===== src/rtl/pause_regs_pkg.sv =====
package pause_regs_pkg;

  localparam int OFS_W  = 12;
  localparam int DATA_W = 32;

  localparam logic [OFS_W-1:0] OFS_RXEN = 12'h605;
  localparam logic [OFS_W-1:0] OFS_HOLD = 12'h608;
  localparam logic [OFS_W-1:0] OFS_QNT  = 12'h609;
  localparam logic [OFS_W-1:0] OFS_CTL  = 12'h60A;

  typedef enum logic [2:0] {
    SEL_NONE = 3'd0,
    SEL_RXEN = 3'd1,
    SEL_HOLD = 3'd2,
    SEL_QNT  = 3'd3,
    SEL_CTL  = 3'd4
  } reg_sel_e;

  // Offset decode; the table window exists only in priority layout
  function automatic reg_sel_e decode_ofs(logic [OFS_W-1:0] a, bit prio);
    reg_sel_e s;
    s = SEL_NONE;
    if (a == OFS_RXEN)              s = SEL_RXEN;
    else if (a == OFS_CTL)          s = SEL_CTL;
    else if (prio && a == OFS_HOLD) s = SEL_HOLD;
    else if (prio && a == OFS_QNT)  s = SEL_QNT;
    return s;
  endfunction

  // Gate from a receive notification to a transmit request
  function automatic logic pause_pass(logic rx_en, logic tx_en, bit prio,
                                      logic det, logic match);
    return rx_en & (prio ? 1'b1 : tx_en) & det & match;
  endfunction

endpackage


===== src/rtl/pause_decode.sv =====
module pause_decode
  import pause_regs_pkg::*;
#(
  parameter bit PRIO_MODE = 1'b1
) (
  input  logic             wr_en,
  input  logic             rd_en,
  input  logic [OFS_W-1:0] addr,
  output reg_sel_e         sel,
  output logic             wr_rxen,
  output logic             wr_ctl,
  output logic             wr_hold,
  output logic             wr_qnt,
  output logic             rd_unmapped
);

  always_comb begin
    sel         = decode_ofs(addr, PRIO_MODE);
    wr_rxen     = wr_en && (sel == SEL_RXEN);
    wr_ctl      = wr_en && (sel == SEL_CTL);
    wr_hold     = wr_en && (sel == SEL_HOLD);
    wr_qnt      = wr_en && (sel == SEL_QNT);
    rd_unmapped = rd_en && (sel == SEL_NONE);
  end

endmodule


===== src/rtl/pause_qtable.sv =====
module pause_qtable #(
  parameter int NUM_Q = 8,
  parameter int QW    = 16,
  localparam int QSEL_W = $clog2(NUM_Q)
) (
  input  logic              clk,
  input  logic              rst_n,
  input  logic [QSEL_W-1:0] qsel,
  input  logic              wr_hold,
  input  logic              wr_qnt,
  input  logic [QW-1:0]     wval,
  output logic [QW-1:0]     hold_o,
  output logic [QW-1:0]     qnt_o
);

  logic [QW-1:0]    hold_q [NUM_Q];
  logic [QW-1:0]    qnt_q  [NUM_Q];
  logic [NUM_Q-1:0] hold_we;
  logic [NUM_Q-1:0] qnt_we;

  for (genvar i = 0; i < NUM_Q; i++) begin : g_row
    assign hold_we[i] = wr_hold && (qsel == QSEL_W'(i));
    assign qnt_we[i]  = wr_qnt  && (qsel == QSEL_W'(i));

    always_ff @(posedge clk) begin
      if (!rst_n) begin
        hold_q[i] <= '0;
        qnt_q[i]  <= '0;
      end else begin
        if (hold_we[i]) hold_q[i] <= wval;
        if (qnt_we[i])  qnt_q[i]  <= wval;
      end
    end

    AST_ROW_HOLD_KEPT: assert property (@(posedge clk) disable iff (!rst_n)
      !hold_we[i] |=> $stable(hold_q[i]));
    AST_ROW_QNT_KEPT: assert property (@(posedge clk) disable iff (!rst_n)
      !qnt_we[i] |=> $stable(qnt_q[i]));
  end

  assign hold_o = hold_q[qsel];
  assign qnt_o  = qnt_q[qsel];

  AST_ONE_ROW_WRITTEN: assert property (@(posedge clk) disable iff (!rst_n)
    $onehot0(hold_we) && $onehot0(qnt_we));

endmodule


===== src/rtl/pause_gate.sv =====
module pause_gate
  import pause_regs_pkg::*;
#(
  parameter bit PRIO_MODE = 1'b1
) (
  input  logic clk,
  input  logic rst_n,
  input  logic rx_en,
  input  logic tx_en,
  input  logic det,
  input  logic match,
  output logic req
);

  logic pass;

  assign pass = pause_pass(rx_en, tx_en, PRIO_MODE, det, match);

  always_ff @(posedge clk) begin
    if (!rst_n) req <= 1'b0;
    else        req <= pass;
  end

  AST_NO_REQ_WITHOUT_RXEN: assert property (@(posedge clk) disable iff (!rst_n)
    !rx_en |=> !req);
  AST_NO_REQ_WITHOUT_MATCH: assert property (@(posedge clk) disable iff (!rst_n)
    (det && !match) |=> !req);
  AST_REQ_AFTER_NOTIFY: assert property (@(posedge clk) disable iff (!rst_n)
    (det && match && rx_en && (PRIO_MODE || tx_en)) |=> req);

endmodule


===== src/rtl/pause_ctl_regs.sv =====
module pause_ctl_regs
  import pause_regs_pkg::*;
#(
  parameter bit PRIO_MODE = 1'b1,
  parameter int NUM_Q     = 8,
  parameter int QW        = 16,
  localparam int QSEL_W   = $clog2(NUM_Q)
) (
  input  logic              clk,
  input  logic              rst_n,
  input  logic              wr_en,
  input  logic              rd_en,
  input  logic [OFS_W-1:0]  addr,
  input  logic [DATA_W-1:0] wdata,
  output logic [DATA_W-1:0] rdata,
  input  logic              rx_pause_det,
  input  logic              rx_addr_match,
  output logic              tx_pause_req
);

  reg_sel_e          sel;
  logic              wr_rxen, wr_ctl, wr_hold, wr_qnt, rd_unmapped;
  logic              rx_en_q;
  logic [QSEL_W-1:0] ctl_q;
  logic [QW-1:0]     hold_v, qnt_v;
  logic [DATA_W-1:0] rd_mux;

  pause_decode #(.PRIO_MODE(PRIO_MODE)) u_dec (
    .wr_en(wr_en), .rd_en(rd_en), .addr(addr), .sel(sel),
    .wr_rxen(wr_rxen), .wr_ctl(wr_ctl), .wr_hold(wr_hold),
    .wr_qnt(wr_qnt), .rd_unmapped(rd_unmapped)
  );

  always_ff @(posedge clk) begin
    if (!rst_n)       rx_en_q <= 1'b0;
    else if (wr_rxen) rx_en_q <= wdata[0];
  end

  // Control register: queue selector or a single TX enable bit
  if (PRIO_MODE) begin : g_ctl_prio
    always_ff @(posedge clk) begin
      if (!rst_n)      ctl_q <= '0;
      else if (wr_ctl) ctl_q <= wdata[QSEL_W-1:0];
    end

    pause_qtable #(.NUM_Q(NUM_Q), .QW(QW)) u_tab (
      .clk(clk), .rst_n(rst_n), .qsel(ctl_q), .wr_hold(wr_hold),
      .wr_qnt(wr_qnt), .wval(wdata[QW-1:0]), .hold_o(hold_v), .qnt_o(qnt_v)
    );
  end else begin : g_ctl_std
    always_ff @(posedge clk) begin
      if (!rst_n)      ctl_q <= '0;
      else if (wr_ctl) ctl_q <= QSEL_W'(wdata[0]);
    end
    assign hold_v = '0;
    assign qnt_v  = '0;
  end

  always_comb begin
    unique case (sel)
      SEL_RXEN: rd_mux = DATA_W'(rx_en_q);
      SEL_CTL:  rd_mux = DATA_W'(ctl_q);
      SEL_HOLD: rd_mux = DATA_W'(hold_v);
      SEL_QNT:  rd_mux = DATA_W'(qnt_v);
      default:  rd_mux = '0;
    endcase
  end

  always_ff @(posedge clk) begin
    if (!rst_n)     rdata <= '0;
    else if (rd_en) rdata <= rd_mux;
  end

  pause_gate #(.PRIO_MODE(PRIO_MODE)) u_gate (
    .clk(clk), .rst_n(rst_n), .rx_en(rx_en_q), .tx_en(ctl_q[0]),
    .det(rx_pause_det), .match(rx_addr_match), .req(tx_pause_req)
  );

  AST_UNMAPPED_READ_ZERO: assert property (@(posedge clk) disable iff (!rst_n)
    rd_unmapped |=> (rdata == '0));
  AST_RDATA_HELD: assert property (@(posedge clk) disable iff (!rst_n)
    !rd_en |=> $stable(rdata));
  AST_RXEN_WRITE_ONLY: assert property (@(posedge clk) disable iff (!rst_n)
    !wr_rxen |=> $stable(rx_en_q));

endmodule


===== config.mk =====
export PLATFORM = sky130hd
export DESIGN_NAME = pause_ctl_regs
export DESIGN_NICKNAME = d
export VERILOG_FILES = /design/src/rtl/pause_regs_pkg.sv /design/src/rtl/pause_decode.sv /design/src/rtl/pause_qtable.sv /design/src/rtl/pause_gate.sv /design/src/rtl/pause_ctl_regs.sv
export SDC_FILE = /design/constraint.sdc
export NUM_CORES = 1
export LEC_CHECK = 0
export ABC_CLOCK_PERIOD_IN_PS = 7000
export CAP_MARGIN = 20
export CORE_MARGIN = 5
export CORE_UTILIZATION = 50
export DETAILED_ROUTE_END_ITERATION = 8
export HOLD_SLACK_MARGIN = 0.12
export PLACE_DENSITY = 0.78
export SYNTH_ARGS = -nofsm -noshare
export SYNTH_HDL_FRONTEND = slang
export SYNTH_SLANG_ARGS = --single-unit
export TNS_END_PERCENT = 50

===== constraint.sdc =====
create_clock -name clk -period 7 [get_ports clk]
set_input_delay 1.05 -clock clk [delete_from_list [all_inputs] [get_ports clk]]
set_output_delay 1.05 -clock clk [all_outputs]
set_load 0.02 [all_outputs]

==> impl_metrics.py <==
metrics = {
    "floorplanning": {
        "ios": 83,
        "rows": 57,
        "core_area_um2": 24300,
        "die_h_um": 167,
        "die_area_um2": 27900,
        "fp.dieW_um": 167,
        "start_util_pct": 50.7,
    },
    "power_and_ir_drop": {
        "combinationalPowerShare_pct": 3.9,
        "ir_drop_uv": 141,
        "p_clk_share_pct": 42.2,
        "p_int_mw": 2.78,
        "switching_share_pct": 20.3,
        "p_sw_uw": 711,
        "share_seq_of_total_power_pct": 53.9,
        "cellPowerDensity_nw_per_um2": 248,
        "p_leak_nw": 4.62,
        "power_mw": 3.49,
    },
    "grt": {
        "track_usage_pct": 21.8,
        "grt.busiest_layer": "met2",
        "grt_pass1_vias": 7708,
        "grt_max_degree": 65,
        "grt_overflow": 0,
        "grt_use_met1_pct": 28.9,
        "grt_pass1_wl_um": 46600,
        "grtUsageMet3_pct": 3.84,
        "antenna_found_initial": 0,
        "grt_util_met2_pct": 36.9,
    },
    "synthesis": {
        "yosysTopAreaCellShare_pct": 62.4,
        "synthArstFlopShare_pct": 0,
        "synth_cells": 907,
        "synth_area_leaders": "edfxtp_1 (62%), mux4_2 (12%), nor2_1 (8.3%), dfxtp_1 (3.9%), nand2_1 (2.9%)",
        "ys_seq_area_share_pct": 66.3,
        "netlist-cell-type-count": 40,
        "synth-edff-count": 256,
        "ys_ff_latch": 280,
        "synth_ff_type": "edfxtp_1",
        "synth.most_common_cell": "nor2_1",
        "syn_avg_cell_area_um2": 13.6,
        "syn_area_um2": 12300,
        "netlist_top_cells_count": "nor2_1 (274), edfxtp_1 (256), nand2_1 (96), mux4_2 (64), clkbuf_1 (32)",
        "synth_area_leader_cell": "edfxtp_1",
        "yosys_warnings": 0,
    },
    "final_layout": {
        "nets": 1000,
        "diodes": 0,
        "instances_no_fill": 1294,
        "area_growth_pct": 14.2,
        "fin_util_pct": 57.8,
        "drive_above_1_share_pct": 17.4,
    },
    "sta": {
        "rsz0062_at_grt": "false",
        "finalMaxSlewViolations": 0,
        "skew_ns": 0.0210,
        "max_slew.worst_pin.slew_ns": 1.15,
        "setup_viol": 0,
        "clock.fmax_mhz": 278,
        "hold_viol": 0,
        "post-route-min-period_ns": 3.59,
        "finalCritPeriodShare_pct": 51.3,
        "relSlewSlack_pct": 23.4,
        "tns_ns": 0,
    },
    "run": {
        "cap_violations": 0,
    },
    "placed_design": {
        "post-place-cells": 1244,
        "place_congestion": 0.794,
        "dp_hpwl_um": 17500,
        "place.port_buffers": 50,
    },
    "clock_network": {
        "cts_tree": "yes",
        "cts_setup_buffers": 0,
        "cts.clk_slew.worst_paths_ns": 0.06,
        "postCtsHoldBufs": 0,
        "cts-buffers-inserted": 27,
        "cts_resized": 0,
        "clock_sinks": 280,
        "htreeDepth": 1,
        "insertion_delay_ns": 0.55,
        "clockBufferDepth": 3,
        "cts_root_buffer": "clkbuf_16",
    },
    "routing": {
        "wl_per_cell_um": 23.6,
        "via_count": 7633,
        "drt-total-wl_um": 30500,
        "drt-pass1-iter-count": 5,
        "vias_per_cell": 5.90,
        "drc": 0,
        "detail-route-antenna-nets": 0,
        "dr.first_iter.drc_count": 942,
    },
    "worst_hold_path": {
        "hold_path_class": "register to register",
    },
    "setup_path": {
        "worst_setup_path_end_kind": "register",
        "critPathLaunchType": "input port",
        "critical_path_required_ns": 7.23,
        "worstSetupPathType": "input port to register",
        "crit_fanout": 9,
        "critPathArrivalTime_ns": 3.82,
    },
    "status": {
        "outcome": "finished, final reports clean",
    },
}
[registers in the layout, summed over array words and instances, names as in the netlist, named ones only]
name / flops
rx_en_q: 1
g_ctl_prio.u_tab.qnt_q: 128
rdata: 16
g_ctl_prio.u_tab.hold_q: 128
ctl_q: 3
u_gate.req: 1
[worst paths after layout]
check                                                     end  slack [ns]  depth (start not counted)                   from
setup / recovery  g_ctl_prio.u_tab.hold_q[0][2]$_SDFFCE_PN0P_        3.41                          6               addr[10]
hold / removal                          rdata[3]$_SDFFE_PN0P_        0.49                          1  rdata[3]$_SDFFE_PN0P_
setup reg to reg                       rdata[13]$_SDFFE_PN0P_        4.24                          4               register
hold reg to reg                         rdata[3]$_SDFFE_PN0P_        0.49                          1  rdata[3]$_SDFFE_PN0P_
[routing by layer]
layer / wire length (um) / vias to the layer above
met5: 0 / -
met3: 3150 / 71
met2: 15300 / 437
li1: - / 3337
met4: 991 / 0
met1: 11100 / 3788
[metrics by stage]
step	worst slack, ns	instance area (um2)	hold WS (ns)
finish	3.41	14100	0.487
global placement	2.83	13200	0.468
CTS	3.42	14100	0.497
floorplan	3.15	12400	0.478
detailed placement	2.86	13200	0.481
global route	3.28	14100	0.536
[cell usage in the layout (no fill, tap or decap), types with 2 or more instances in the layout]
| cell | n |
|---|---|
| a211o_1 | 3 |
| a221o_1 | 13 |
| a22o_1 | 2 |
| buf_4 | 27 |
| bufinv_16 | 4 |
| clkbuf_1 | 5 |
| clkbuf_16 | 27 |
| clkdlybuf4s50_1 | 50 |
| clkinv_2 | 9 |
| clkinvlp_4 | 2 |
| conb_1 | 16 |
| dfxtp_1 | 21 |
| dfxtp_2 | 2 |
| edfxtp_1 | 256 |
| mux2_2 | 3 |
| mux2i_1 | 20 |
| mux4_2 | 64 |
| nand2_1 | 96 |
| nand2b_1 | 17 |
| nand3_1 | 2 |
| nand4_1 | 4 |
| nor2_1 | 273 |
| nor2b_1 | 10 |
| nor4_4 | 2 |
| nor4bb_1 | 2 |
| o21ai_2 | 16 |
| or2_2 | 2 |
| or4_4 | 2 |
[worst max-delay path: stages]
cell             delay (ns)
clkdlybuf4s50_1        0.46
nor4bb_1               0.49
nand3_1                0.26
or3b_2                 0.58
o21ai_2                0.62
buf_4                  0.36
[power groups by stage]
stage / Combinational [mW] / Sequential, mW / Clock [mW]
2_1_floorplan: 0.0703 / 1.92 / 0
3_3_place_gp: 0.131 / 1.92 / 0
3_5_place_dp: 0.132 / 1.92 / 0
4_1_cts: 0.133 / 1.88 / 1.49
5_1_grt: 0.141 / 1.89 / 1.56
6_report: 0.135 / 1.88 / 1.48
[layout make-up]
type	count	area, um2
Clock buffer	33	708
Multi-Input combinational cell	563	3870
Timing Repair Buffer	78	718
Clock inverter	16	189
Tap cell	324	405
Fill cell	1786	10300
Sequential cell	280	8170
[kinds of logic (layout without fill, tap and decap cells)]
logic type | after synthesis | after routing | share of synthesized area [%]
simple gates | 423 | 423 | 14.5
mux | 87 | 87 | 13.6
other cells | 1 | 16 | 0.0304
flops | 280 | 280 | 66.3
buf+inv | 79 | 127 | 3.31
compound gates | 37 | 37 | 2.24
Note: power is estimated with default switching activity, not from simulation.
